--- config.mk ---
export PLATFORM = sky130hd
export DESIGN_NAME = dma_irq_ctrl
export DESIGN_NICKNAME = d
export VERILOG_FILES = /design/src/rtl/dma_irq_pkg.sv /design/src/rtl/dma_irq_class.sv /design/src/rtl/dma_irq_regif.sv /design/src/rtl/dma_irq_ctrl.sv
export SDC_FILE = /design/constraint.sdc
export NUM_CORES = 1
export LEC_CHECK = 0
export BUFFER_PORTS_ARGS = -buffer_cell sky130_fd_sc_hd__buf_2
export CORE_MARGIN = 5
export CORE_UTILIZATION = 45
export CTS_CLUSTER_DIAMETER = 150
export DETAILED_ROUTE_END_ITERATION = 10
export GPL_TIMING_DRIVEN = 0
export PLACE_DENSITY = 0.66
export SYNTH_ARGS = -nofsm -noshare
export SYNTH_HDL_FRONTEND = slang
export SYNTH_SLANG_ARGS = --single-unit
--- constraint.sdc ---
create_clock -name clk -period 5.5 [get_ports clk]
set_input_delay 0.55 -clock clk [delete_from_list [all_inputs] [get_ports clk]]
set_output_delay 0.55 -clock clk [all_outputs]
set_load 0.05 [all_outputs]
--- src/rtl/dma_irq_pkg.sv ---
// Shared constants and address helpers for the DMA event interrupt controller.
// Assumes a 12-bit byte address space; offsets are fixed by software decode.
package dma_irq_pkg;
    localparam int NUM_CLASS = 4;
    localparam int ADDR_W    = 12;

    typedef enum logic [1:0] {
        CLS_CHAIN = 2'd0,
        CLS_NODE  = 2'd1,
        CLS_ERR_A = 2'd2,
        CLS_ERR_B = 2'd3
    } ev_class_e;

    localparam logic [ADDR_W-1:0] OFS_SUMMARY = 12'h000;

    // Address of the enabled (masked) view of class c
    function automatic logic [ADDR_W-1:0] view_ofs(input int c);
        return ADDR_W'(12'h004 + 4 * c);
    endfunction

    // Address of the enable register of class c
    function automatic logic [ADDR_W-1:0] enable_ofs(input int c);
        return ADDR_W'(12'h018 + 4 * c);
    endfunction

    // Address of the pending / write-one-to-clear register of class c
    function automatic logic [ADDR_W-1:0] pending_ofs(input int c);
        return ADDR_W'(12'h600 + 8 * c);
    endfunction
endpackage

--- src/rtl/dma_irq_class.sv ---
// One event class: a sticky pending vector, an enable vector and the
// enabled view. Assumes at most one write strobe per class per cycle.
// A new event beats a simultaneous clear of the same bit.
module dma_irq_class #(
    parameter int NUM_CH = 16
) (
    input  logic              clk,
    input  logic              rst_n,
    input  logic [NUM_CH-1:0] ev_i,
    input  logic              en_we_i,
    input  logic              clr_we_i,
    input  logic [NUM_CH-1:0] wdata_i,
    output logic [NUM_CH-1:0] pend_o,
    output logic [NUM_CH-1:0] en_o,
    output logic [NUM_CH-1:0] view_o
);
    logic [NUM_CH-1:0] pend_q;
    logic [NUM_CH-1:0] en_q;
    logic [NUM_CH-1:0] clr_bits;

    // Bits to clear this cycle, from a write-one-to-clear access
    always_comb clr_bits = clr_we_i ? wdata_i : '0;

    // Pending vector: set by events, cleared by software, events win
    always_ff @(posedge clk) begin
        if (!rst_n) pend_q <= '0;
        else        pend_q <= (pend_q & ~clr_bits) | ev_i;
    end

    // Enable vector: loaded by software writes
    always_ff @(posedge clk) begin
        if (!rst_n)       en_q <= '0;
        else if (en_we_i) en_q <= wdata_i;
    end

    assign pend_o = pend_q;
    assign en_o   = en_q;
    assign view_o = pend_q & en_q;
endmodule

--- src/rtl/dma_irq_regif.sv ---
// Register decode and read multiplexer. Produces one-hot write strobes for
// the enable and pending registers of each class; read-only and unmapped
// addresses produce no strobe. Reads are combinational and zero-extended.
module dma_irq_regif
    import dma_irq_pkg::*;
#(
    parameter int NUM_CH = 16,
    parameter int DATA_W = 32
) (
    input  logic [ADDR_W-1:0]                   addr_i,
    input  logic                                wen_i,
    input  logic [NUM_CLASS-1:0][NUM_CH-1:0]    pend_i,
    input  logic [NUM_CLASS-1:0][NUM_CH-1:0]    en_i,
    input  logic [NUM_CLASS-1:0][NUM_CH-1:0]    view_i,
    input  logic [NUM_CH-1:0]                   summary_i,
    output logic [NUM_CLASS-1:0]                en_we_o,
    output logic [NUM_CLASS-1:0]                clr_we_o,
    output logic [DATA_W-1:0]                   rdata_o
);
    // Write strobe decode, one class at a time
    always_comb begin
        for (int c = 0; c < NUM_CLASS; c++) begin
            en_we_o[c]  = wen_i && (addr_i == enable_ofs(c));
            clr_we_o[c] = wen_i && (addr_i == pending_ofs(c));
        end
    end

    // Read multiplexer over summary, views, enables and pending vectors
    always_comb begin
        rdata_o = '0;
        if (addr_i == OFS_SUMMARY) rdata_o[NUM_CH-1:0] = summary_i;
        for (int c = 0; c < NUM_CLASS; c++) begin
            if (addr_i == view_ofs(c))    rdata_o[NUM_CH-1:0] = view_i[c];
            if (addr_i == enable_ofs(c))  rdata_o[NUM_CH-1:0] = en_i[c];
            if (addr_i == pending_ofs(c)) rdata_o[NUM_CH-1:0] = pend_i[c];
        end
    end
endmodule

--- src/rtl/dma_irq_ctrl.sv ---
// Top of the DMA event interrupt controller. Instantiates one class slice
// per event class, the register decode, the per-channel summary and the
// single interrupt output. Assumes NUM_CH <= DATA_W.
module dma_irq_ctrl
    import dma_irq_pkg::*;
#(
    parameter int NUM_CH = 16,
    parameter int DATA_W = 32
) (
    input  logic              clk,
    input  logic              rst_n,
    input  logic [NUM_CH-1:0] ev_chain_i,
    input  logic [NUM_CH-1:0] ev_node_i,
    input  logic [NUM_CH-1:0] ev_err_a_i,
    input  logic [NUM_CH-1:0] ev_err_b_i,
    input  logic [11:0]       reg_addr_i,
    input  logic              reg_wen_i,
    input  logic [NUM_CH-1:0] reg_wdata_i,
    output logic [DATA_W-1:0] reg_rdata_o,
    output logic              irq_o
);
    logic [NUM_CLASS-1:0][NUM_CH-1:0] ev_all;
    logic [NUM_CLASS-1:0][NUM_CH-1:0] pend_q;
    logic [NUM_CLASS-1:0][NUM_CH-1:0] en_q;
    logic [NUM_CLASS-1:0][NUM_CH-1:0] view;
    logic [NUM_CLASS-1:0]             en_we;
    logic [NUM_CLASS-1:0]             clr_we;
    logic [NUM_CH-1:0]                summary;

    // Gather event inputs in class order
    always_comb begin
        ev_all[CLS_CHAIN] = ev_chain_i;
        ev_all[CLS_NODE]  = ev_node_i;
        ev_all[CLS_ERR_A] = ev_err_a_i;
        ev_all[CLS_ERR_B] = ev_err_b_i;
    end

    for (genvar c = 0; c < NUM_CLASS; c++) begin : g_class
        dma_irq_class #(.NUM_CH(NUM_CH)) u_class (
            .clk      (clk),
            .rst_n    (rst_n),
            .ev_i     (ev_all[c]),
            .en_we_i  (en_we[c]),
            .clr_we_i (clr_we[c]),
            .wdata_i  (reg_wdata_i),
            .pend_o   (pend_q[c]),
            .en_o     (en_q[c]),
            .view_o   (view[c])
        );
    end

    // Per-channel OR of all enabled views
    always_comb begin
        summary = '0;
        for (int c = 0; c < NUM_CLASS; c++) summary |= view[c];
    end

    dma_irq_regif #(.NUM_CH(NUM_CH), .DATA_W(DATA_W)) u_regif (
        .addr_i    (reg_addr_i),
        .wen_i     (reg_wen_i),
        .pend_i    (pend_q),
        .en_i      (en_q),
        .view_i    (view),
        .summary_i (summary),
        .en_we_o   (en_we),
        .clr_we_o  (clr_we),
        .rdata_o   (reg_rdata_o)
    );

    assign irq_o = |summary;
endmodule

## Word-level counts from Yosys, hierarchy flattened

Index checks and enable logic that the tools add are counted.

| storage, ports and cells | value |
|---|---|
| bits in registers | 128 |
| logic and storage cells | 66 |

| cells by class | value |
|---|---|
| equality and inequality tests | 12 |
| multiplexer cells | 17 |
| bitwise operators | 19 |
| reduce and logical (&&, ||, !) cells | 10 |

Operators with widths:

| operator | count |
|---|---|
| 16-bit 2-to-1 mux | 17 |
| 16-bit AND | 8 |
| 16-bit bitwise OR | 7 |
| 16-bit NOT | 4 |
| 12-bit by 11-bit equality test with 1-bit output (second input constant) | 4 |
| 12-bit by 5-bit equality test with 1-bit output (second input constant) | 3 |
| 12-bit by 4-bit equality test with 1-bit output (second input constant) | 2 |
| 12-bit by 6-bit equality test with 1-bit output (second input constant) | 2 |
| 16-bit OR reduction | 1 |
| 12-bit by 3-bit equality test with 1-bit output (second input constant) | 1 |
| 12-bit logical NOT | 1 |
| 1-bit logical AND | 8 |

## Longest topological paths before layout

Gate-level depths: netlist (run 1).

| logic depth | value |
|---|---|
| depth in word-level cells | 17 |
| depth in mapped cells | 10 |
| mapped depth without buffers | 6 |

## Hierarchy

Synthesis (run 1) repeated with hierarchy kept, for this count alone.

| second synthesis, totals | value |
|---|---|
| cell total of the unflattened synthesis | 1,001 |
| area total of the unflattened synthesis | 8,131.5 um^2 |

By module, submodules not included:

| module | times used | cells each | area each (um^2) |
|---|---|---|---|
| dma_irq_class | 4 | 135 | 1,296.2 |
| dma_irq_regif | 1 | 440 | 2,742.6 |
| dma_irq_ctrl | 1 | 21 | 203.9 |

## Least setup slack after synthesis (run 1)

OpenSTA, ideal clock, no wires.

| timing | value |
|---|---|
| kind | input to output |
| start | input reg_addr_i[0] |
| end | output reg_rdata_o[12] |
| data arrival time | 3,154 ps |
| required time | 4,950 ps |
| path slack | 1,796 ps |
| stages | 8 |
| path buffers | 2 |
| cell sequence | clkbuf_1 -> nor3b_1 -> o2111a_1 -> clkbuf_1 -> o211ai_1 -> o221ai_1 -> a31oi_1 -> o31ai_1 |

| on the way | value |
|---|---|
| word-level cells in the longest chain between the ends | 14 |

RTL lines:

| element | RTL line | source |
|---|---|---|
| from (decl) | dma_irq_ctrl.sv:16 | `input logic [11:0] reg_addr_i,` |
| 12-bit logical NOT | dma_irq_regif.sv:31 | `if (addr_i == OFS_SUMMARY) rdata_o[NUM_CH-1:0] = summary_i;` |
| 16-bit 2-to-1 mux | dma_irq_regif.sv:31 |  |
| 16-bit 2-to-1 mux | dma_irq_regif.sv:33 | `if (addr_i == view_ofs(c)) rdata_o[NUM_CH-1:0] = view_i[c];` |
| 16-bit 2-to-1 mux | dma_irq_regif.sv:34 | `if (addr_i == enable_ofs(c)) rdata_o[NUM_CH-1:0] = en_i[c];` |
| 16-bit 2-to-1 mux | dma_irq_regif.sv:35 | `if (addr_i == pending_ofs(c)) rdata_o[NUM_CH-1:0] = pend_i[c];` |
| 16-bit 2-to-1 mux | dma_irq_regif.sv:33 |  |
| 16-bit 2-to-1 mux | dma_irq_regif.sv:34 |  |
| 16-bit 2-to-1 mux | dma_irq_regif.sv:35 |  |
| 16-bit 2-to-1 mux | dma_irq_regif.sv:33 |  |
| 16-bit 2-to-1 mux | dma_irq_regif.sv:34 |  |
| 16-bit 2-to-1 mux | dma_irq_regif.sv:35 |  |
| 16-bit 2-to-1 mux | dma_irq_regif.sv:33 |  |
| 16-bit 2-to-1 mux | dma_irq_regif.sv:34 |  |
| 16-bit 2-to-1 mux (*) | dma_irq_regif.sv:35 |  |
| to (decl) | dma_irq_ctrl.sv:19 | `output logic [DATA_W-1:0] reg_rdata_o,` |

Every way passes the cells marked *; elsewhere a longest branch is shown, timed or not.

## Worst setup path in the final report (run 1)

| timing | value |
|---|---|
| start | input reg_addr_i[2] |
| end | output reg_rdata_o[9] |

The elaborated chain is that of the path after synthesis.

==> results of run 1 <==
stage by stage:
step                power [uW]  cell area, um2  worst slack [ns]  hold slack [ns]  std cells
floorplan                 1136            7430             1.796           0.4485       1003
CTS                       2388            8761             1.361           0.3378       1341
global route              2459            8761             1.204           0.3466       1341
finish                    2393            8761             1.176           0.3390       1341
detailed placement        1222            8150             1.367           0.4681       1309
global placement          1219            8150             1.400           0.4602       1309
how the worst max path moves through the flow:
stage                              from              end  slack [ns]  cells after the start
after global routing      reg_addr_i[2]   reg_rdata_o[9]        1.20                     10
after global placement    reg_addr_i[2]  reg_rdata_o[13]        1.40                     10
after detailed placement  reg_addr_i[2]   reg_rdata_o[9]        1.37                     10
after CTS                 reg_addr_i[2]   reg_rdata_o[9]        1.36                     10
final                     reg_addr_i[2]   reg_rdata_o[9]        1.18                     10
after floorplan           reg_addr_i[0]  reg_rdata_o[12]        1.80                      8
worst max-delay path, stage by stage:
cell and delay, ns:
buf_2 0.11, buf_6 0.13, nor4_1 0.81, clkbuf_1 0.65, buf_1 0.67, a22oi_1 0.15
o22ai_1 0.17, a21oi_1 0.08, o31ai_1 0.11, buf_2 0.34
cell families (layout without fill, tap and decap cells):
group / after synthesis / count (layout)
other cells: 1 / 16
buf+inv: 104 / 226
flops: 128 / 128
mux: 1 / 1
compound gates: 328 / 328
simple gates: 426 / 426
power by group through the flow:
| stage | Combinational [uW] | Clock [uW] | Sequential, uW |
|---|---|---|---|
| after floorplan | 129 | 0 | 1010 |
| after detailed placement | 199 | 0 | 1020 |
| after global routing | 218 | 1230 | 1010 |
| after CTS | 200 | 1190 | 1000 |
| after global placement | 197 | 0 | 1020 |
| final | 204 | 1180 | 1000 |
per-layer routing:
layer | part of all wire (%) | global-route usage (%)
met5 | 0 | 0
met4 | 4.3 | 13.16
met3 | 12 | 7.862
met2 | 43 | 45.89
met1 | 40 | 40.52
area by class of cell:
cell class                 count  share of cell area (%)
clock buffer                  17                   4.856
timing repair buffer          90                   5.141
buffer                       101                   6.198
inverter                       3                  0.1285
tap                          216                   3.085
sequential                   128                   29.25
clock inverter                15                   2.114
multi-input combinational    771                   49.23
sequential cells by signal (all words and copies together), names as in the netlist:
register,flops
g_class.u_class.en_o,64
g_class.u_class.pend_o,64
cell usage in the layout (no fill, tap or decap), drive strengths merged, types with 3 or more instances in the layout:
| cell type | Yosys | final |
|---|---|---|
| nand2 | 249 | 249 |
| buf | 59 | 149 |
| dfxtp | 128 | 128 |
| a21oi | 110 | 110 |
| a21boi | 65 | 65 |
| nor2b | 63 | 63 |
| clkbuf | 42 | 59 |
| nand3 | 45 | 45 |
| a22oi | 34 | 34 |
| o22ai | 27 | 27 |
| conb | 1 | 16 |
| o211ai | 13 | 13 |
| o31ai | 12 | 12 |
| o21ai | 12 | 12 |
| a221oi | 11 | 11 |
| nor2 | 10 | 10 |
| nor3 | 10 | 10 |
| a31oi | 9 | 9 |
| and2 | 9 | 9 |
| and3 | 8 | 8 |
| o221ai | 7 | 7 |
| a22o | 6 | 6 |
| nor4 | 6 | 6 |
| inv | 3 | 6 |
| a21o | 5 | 5 |
| clkinvlp | 0 | 5 |
| nand4 | 4 | 4 |
| clkinv | 0 | 4 |
| nor4b | 4 | 4 |
| o2111ai | 3 | 3 |
| bufinv | 0 | 3 |
| or4 | 3 | 3 |
| or4b | 3 | 3 |
==> metrics, run 1 <==
Slew @ Worst Pin=1.151 ns; RSZ-0062 raised after global routing=false; Flop pwr share=42.0%; DR pass1 iterations=7; power per cell area=273.1 mW/mm2; core area=0.01600 mm2; Total Routed Length=29.97 mm; FF+latch count, synth=128; max-cap violations=0; Int Pwr=1755 uW; TritonCTS clock tree=done; Die Y=138.0 um; fin crit period=4.324 ns; CTS buffer count=17; largest family of logic cells by synthesized area=compound AO/OA/AOI/OAI gates; ys async rst share=0%; Sw Ratio=26.64%; All-Layer GR Usage=30.19%; ANT nets after route=0; post-synthesis adder-cell area fraction=0%; n_diodes=0; post-layout util=54.75%; Final TNS setup=0 ns; FF-to-FF path depth=2; initial core utilization=46.08%; Sink Count=128; critical path type=input pin to output pin; crit share post-route=78.62%; clk_skew=0 ns; area of the multi-input gates=0.004313 mm2; Initial DRC Count=1,170; dominant synthesized flop cell=dfxtp_1; Crit. End Element=output pin; Reg clk slew, reported paths=0.06 ns; cts hold-fix bufs=0; startpoint type of the worst setup path=input pin; critical path arrival=3.77 ns; Hold Startpoint=ev_node_i[8]; Top-Level Pins=128; Die W=138.0 um; GR Overflow Total=0; Synth Cell Area=0.007373 mm2; flop2flop setup slack=4.78 ns; Worst Hold Path EP=g_class[1].u_class.pend_o[8]; Clk pwr share=49.5%; CTS Root Cell=clkbuf_16; layout cell share with drive strength beyond 1=17.42%; switching power=637.5 uW; cell with the most instances after synthesis=nand2_1; LEAKAGE=0.003319 uW; Fin. Hold Viols=0; Reg-to-Reg Start=g_class[0].u_class.en_o[14]; mux cell area share after synthesis=0.1358%; H-tree depth=4; Final HPWL DP=20.58 mm; largest net degree at the start of global routing=17; fin. max-slew vios=0; sequential area share after synthesis=34.75%; Mapped Cells=988; R2R Path End=g_class[0].u_class.en_o[14]; routed length per instance=22.35 um; Area contributors post-synth=dfxtp_1 (35%), nand2_1 (13%), a21oi_1 (7.5%), a21boi_0 (6.2%), nor2b_1 (5.3%); initial antenna violation count=0; FP Rows=46; FF/Latch Area=0.002562 mm2; via count=8,226; Ys Warns=0; Synth Area in Simple Gates=28.10%; maximum clock frequency=231.3 MHz; later-pin clock latency in the skew report=0.43 ns; drt via density=6.134; Residual DRC=0; clock buffer depth=2; Post-synth EDFFs=0; Rel. slew slack=22.21%; peak supply drop=0.2128 mV; post-synth cell types=64; crit-path max FO=10; Fillers=1,613; compound-gate portion of the synthesized area=29.44%; total setup buffers inserted after CTS=0; outcome=completed; post-cts resize count=0; Nets=1,207; Hold Crit Depth=3; Layout area overhead=18.82%; Final Setup Violations=0; syn_area_per_cell=7.463 um2; critical path required time=4.95 ns; first-pass GRT wire length=44.86 mm; Die ar.=0.01905 mm2; number of buffers added on ports=90; top cells by count, synth=nand2_1 (249), dfxtp_1 (128), a21oi_1 (110); post-synth top area share=34.75%; Comb power frac=8.5%; largest area contributor in the netlist=dfxtp_1; Final GP Congestion=1.009; vias in the first global route=7,505; worst hold path type=input pin to flip-flop; xor and xnor area share after synthesis=0%
(Power assumes the default switching activity.)
==> run 2, diff against run 1 <==
PLACE_DENSITY = 0.69   (was 0.66)
clock period = 3.9 ns   (was 5.5 ns; I/O delays follow)
==> run 2 against run 1 <==
Die area did not move. Total power rose by 35%. Non-clock buffer count did not move. First-iteration DRC count rose by 15%. Hold slack got worse by 0.16 ns. Setup slack got worse by 1.0 ns. Critical path type unchanged.
==> metrics, run 2 (synthesis gave the netlist of run 1 again) <==
Nets=1,207 (unchanged); Slew @ Worst Pin=1.181 ns (+0.03086 ns); max-cap violations=0 (unchanged); total setup buffers inserted after CTS=0 (unchanged); Met2 Routed Length=13.01 mm (about the same); peak supply drop=0.3511 mV (+65%); FP Rows=46 (unchanged); Die ar.=0.01905 mm2 (unchanged); CTS Root Cell=clkbuf_16; FF-to-FF path depth=2 (unchanged); Hold Crit Depth=3 (unchanged); maximum clock frequency=265.3 MHz; CTS buffer count=17 (unchanged); TritonCTS clock tree=done; Max stage delay on crit path=0.71 ns (-0.10 ns); vias in the first global route=7,606 (+1.3%); critical path required time=3.51 ns (-1.44 ns); initial core utilization=46.08% (unchanged); number of buffers added on ports=90 (unchanged); Slowest cell on crit path=nor4b_1; Final GP Congestion=1.051 (+4.1%); drt via density=6.218 (+1.4%); CP Cell Sequence=buf_2 -> nor4b_1 -> clkbuf_1 -> nand3_1 -> clkbuf_1 -> o21ai_0 -> a21oi_1 -> buf_2; layout cell share with drive strength beyond 1=17.01% (-0.41 points); RSZ-0062 raised after global routing=false; DR pass1 iterations=6 (-1); Fin. Hold Viols=0 (unchanged); crit-path max FO=10 (unchanged); Final HPWL DP=20.79 mm (+1.0%); largest net degree at the start of global routing=17 (unchanged); highest metal used=met4; via count=8,338 (+1.4%); fin crit period=3.770 ns; clock buffer depth=2 (unchanged); All-Layer GR Usage=30.29% (+0.11 points); most frequent cells in the layout=nand2_1 (249), dfxtp_1 (128), buf_2 (117); CP bufs+invs=4 (-1); later-pin clock latency in the skew report=0.43 ns (about the same); first-pass GRT wire length=45.28 mm (+0.94%); LEAKAGE=0.003309 uW (-0.28%); GR Overflow Total=0 (unchanged); M1 wire length=12.13 mm (+0.74%); Rel. slew slack=20.13% (-2.1 points); H-tree depth=4 (unchanged); power per cell area=371.1 mW/mm2 (+36%); initial antenna violation count=2 (+2); Die Y=138.0 um (unchanged); Reg clk slew, reported paths=0.06 ns (about the same); Final Setup Violations=0 (unchanged); clk_skew=0 ns (unchanged); Fillers=1,666 (+3.3%); fin. max-slew vios=0 (unchanged); Final TNS setup=0 ns (unchanged); outcome=completed; Layout area overhead=17.95%; core area=0.01600 mm2 (unchanged); Sink Count=128 (unchanged); Top-Level Pins=128 (unchanged); critical path type=input pin to output pin; post-cts resize count=0 (unchanged); area of the multi-input gates=0.004313 mm2 (unchanged); worst hold path type=input pin to flip-flop; Initial DRC Count=1,351 (+15%); most common cell after layout, fill and taps aside=nand2_1; ANT nets after route=0 (unchanged); Residual DRC=0 (unchanged); crit share post-route=96.67%; wire length on met3=3.890 mm (+6.7%); startpoint type of the worst setup path=input pin; cell family with most CP delay=buffers and inverters; Total Routed Length=30.30 mm (+1.1%); Crit. End Element=output pin; FF/Latch Area=0.002562 mm2 (unchanged); critical path arrival=3.38 ns (-0.39 ns); worst hold margin=0.1792 ns (-0.1599 ns); cts hold-fix bufs=0 (unchanged); routed length per instance=22.60 um (+1.1%); Crit path depth=8 (-2); Die W=138.0 um (unchanged)
-- run 2: cell types whose count changed in the layout (fill, tap and decap cells not counted), moves of 2 or more --
cell,previous run,this run
bufinv_16,3,1
clkbuf_1,40,44
clkinv_4,3,1
inv_6,3,0
clkinvlp_4,5,0
clkinv_2,1,4
diode_2,0,2
clkbuf_8,0,3
-- run 2: report_power, final --
group	switching [uW]	total [uW]	leakage [uW]	internal [uW]
combinational	178	287	0.00199	109
sequential	61.8	1420	0.00105	1360
clock	607	1520	0.000270	916
total	847	3230	0.00331	2380
-- run 2: path summary, 6_finish.rpt --
check,slack [ns],endpoint,start
hold / removal,0.18,g_class[3].u_class.pend_o[11],ev_err_b_i[11]
setup reg to reg,3.16,g_class[1].u_class.en_o[14],g_class[1].u_class.en_o[14]
hold reg to reg,0.48,g_class[0].u_class.en_o[13],g_class[0].u_class.en_o[13]
setup / recovery,0.13,reg_rdata_o[5],reg_addr_i[5]
-- run 2: final cells by class --
cell class,instances,area share [%]
buffer,101,6.258
timing repair buffer,90,5.179
multi-input combinational,771,49.59
sequential,128,29.46
inverter,3,0.1295
antenna,2,0.05755
clock buffer,24,5.539
tap,216,3.107
clock inverter,6,0.6762
-- run 2: metrics by stage --
stage | total power (uW) | instances | setup WS [ns] | instance area [um2] | utilization (%)
floorplan | 1602 | 1003 | 0.5157 | 7430 | -
global placement | 1718 | 1309 | 0.1653 | 8150 | 50.94
detailed placement | 1723 | 1309 | 0.1834 | 8150 | 50.94
CTS | 3200 | 1339 | 0.1395 | 8691 | 54.32
global route | 3294 | 1340 | 0.02619 | 8695 | 54.34
finish | 3228 | 1341 | 0.1300 | 8697 | 54.36
-- run 2: routing by layer --
metal / up-vias / global-route usage, %
met4: 0 / 13.05
met2: 633 / 45.43
met3: 101 / 8.069
li1: 3749 / -
met1: 3855 / 41.11
met5: - / 0
-- run 2: tightest hold or removal path: stages --
cell and delay (ns):
buf_2 0.07, a21oi_1 0.03, nor2b_1 0.08
==> run 3, diff against run 2 <==
SETUP_SLACK_MARGIN = 0.5   (was default)
==> run 3 against run 2 <==
Non-clock buffer count increased by 1. Clock power hardly changed. Critical path depth increased by 2. Combinational power is 1% higher. Wire length rose by 0.34%. Highest routed layer unchanged. Critical endpoint unchanged. Count of clock-buffer cells in the layout did not move. Sequential cell count unchanged. Via count did not move. Register-to-register slack about the same. Utilization rose by 0.34 points. Sequential share of layout area is 0.18 points lower.
==> metrics, run 3 (synthesis gave the netlist of run 1 again) <==
Clk pwr share=47.0% (-0.2 points); layout cell share with drive strength beyond 1=18.24% (+1.2 points); Die ar.=0.01905 mm2 (unchanged); most frequent cells in the layout=nand2_1 (249), dfxtp_1 (128), buf_2 (118); LEAKAGE=0.003350 uW (+1.2%); Final GP Congestion=1.051 (unchanged); critical path required time=3.51 ns (about the same); Rel. slew slack=37.30% (+17 points); clock buffer depth=2 (unchanged); Sink Count=128 (unchanged); fin crit period=3.407 ns (-0.3629 ns); Max stage delay on crit path=0.51 ns (-0.20 ns); Reg clk slew, reported paths=0.06 ns (about the same); TritonCTS clock tree=done; crit share post-route=87.36% (-9.3 points); GR Overflow Total=0 (unchanged); Slew @ Worst Pin=0.9405 ns (-0.2410 ns); CTS buffer count=17 (unchanged); startpoint type of the worst setup path=input pin; later-pin clock latency in the skew report=0.42 ns (about the same); core area=0.01600 mm2 (unchanged); drt via density=6.218 (unchanged); critical path arrival=3.02 ns (-0.36 ns); via count=8,338 (unchanged); Layout area overhead=18.68%; largest net degree at the start of global routing=17 (unchanged); Residual DRC=0 (unchanged); Top-Level Pins=128 (unchanged); Total Routed Length=30.41 mm (+0.34%); Initial DRC Count=1,314 (-2.7%); switching power=843.4 uW (-0.41%); Die Y=138.0 um (unchanged); Int Pwr=2382 uW (about the same); initial antenna violation count=1 (-1); Comb power frac=9.0% (about the same); All-Layer GR Usage=30.28% (about the same); max-cap violations=0 (unchanged); outcome=completed; Final TNS setup=0 ns (unchanged); DR pass1 iterations=8 (+2); peak supply drop=0.3457 mV (-1.5%); Fillers=1,664 (-0.12%); maximum clock frequency=293.5 MHz (+11%); vias in the first global route=7,597 (-0.12%); Flop pwr share=44.0% (about the same); clk_skew=0 ns (unchanged); Sw Ratio=26.15% (-0.093 points); cts hold-fix bufs=0 (unchanged); Slowest cell on crit path=nor4_4; CP Cell Sequence=buf_2 -> nor4_4 -> buf_2 -> and3_1 -> clkbuf_1 -> a21oi_1 -> o2111ai_1 -> a31oi_1 -> a21oi_1 -> buf_2; CTS Root Cell=clkbuf_16; FP Rows=46 (unchanged); power per cell area=368.6 mW/mm2 (-0.68%); Fin. Hold Viols=0 (unchanged); Crit. End Element=output pin; worst hold path type=input pin to flip-flop; fin. max-slew vios=0 (unchanged); first-pass GRT wire length=45.30 mm (about the same); Nets=1,208 (+0.083%); Final HPWL DP=20.79 mm (unchanged); ANT nets after route=0 (unchanged); H-tree depth=4 (unchanged); total power=3226 uW (about the same); Die W=138.0 um (unchanged); most common cell after layout, fill and taps aside=nand2_1; initial core utilization=46.08% (unchanged); number of buffers added on ports=90 (unchanged); most frequent CP cell=buf_2; RSZ-0062 raised after global routing=true; critical path type=input pin to output pin; crit-path max FO=10 (unchanged); routed length per instance=22.67 um (+0.34%); Final Setup Violations=0 (unchanged)
-- run 3: routing by layer --
| metal | track usage (%) | vias up | wire length, um |
|---|---|---|---|
| met5 | 0 | - | 0 |
| met4 | 12.79 | 0 | 1275 |
| met3 | 7.034 | 97 | 3884 |
| met2 | 45.63 | 640 | 13050 |
| met1 | 41.64 | 3843 | 12190 |
| li1 | - | 3758 | - |
-- run 3: timing repair --
| action | in CTS | in global routing |
|---|---|---|
| resized for setup | 7 | 11 |
| pin swaps | 0 | 1 |
| endpoints found under the setup margin | 15 | 15 |
| setup buffers | 0 | 1 |
-- run 3: area by class of cell --
cell class | instances | area (um2) | area share (%)
Inverter | 3 | 11.26 | 0.1287
Tap cell | 216 | 270.3 | 3.088
Clock buffer | 24 | 481.7 | 5.505
Timing Repair Buffer | 91 | 457.9 | 5.233
Multi-Input combinational cell | 771 | 4352 | 49.73
Clock inverter | 6 | 58.81 | 0.6720
Buffer | 101 | 554.3 | 6.334
Sequential cell | 128 | 2562 | 29.28
Antenna cell | 1 | 2.502 | 0.02860
-- run 3: critical path: cells and delay by family --
kind                   cells  cell delay, ns
AOI/OAI and AO/OA          4            0.73
and+or+nand+nor            2            0.70
buffers and inverters      4            1.17
-- run 3: metrics by stage --
stage | cell area (um2) | setup WS [ns] | util, % | std cells | hold WS [ns]
final | 8751 | 0.4930 | 54.69 | 1341 | 0.1819
after global routing | 8751 | 0.4912 | 54.69 | 1341 | 0.1941
after CTS | 8717 | 0.5597 | 54.48 | 1339 | 0.1828
after detailed placement | 8150 | 0.1834 | 50.94 | 1309 | 0.4701
after global placement | 8150 | 0.1653 | 50.94 | 1309 | 0.4608
after floorplan | 7430 | 0.5157 | - | 1003 | 0.4485
-- run 3: path summary, 6_finish.rpt --
check        slack, ns                            end                        start  cells after the start
max               0.49                 reg_rdata_o[5]                reg_addr_i[8]                     10
min               0.18  g_class[3].u_class.pend_o[11]               ev_err_b_i[11]                      3
max reg2reg       3.16    g_class[1].u_class.en_o[14]  g_class[1].u_class.en_o[14]                      2
min reg2reg       0.48     g_class[3].u_class.en_o[9]   g_class[3].u_class.en_o[9]                      2
-- run 3: power by group through the flow --
stage / Sequential [uW] / Combinational (uW) / Clock, uW
global placement: 1440 / 277 / 0
CTS: 1410 / 283 / 1500
global route: 1420 / 311 / 1560
detailed placement: 1440 / 280 / 0
floorplan: 1420 / 182 / 0
finish: 1420 / 291 / 1520
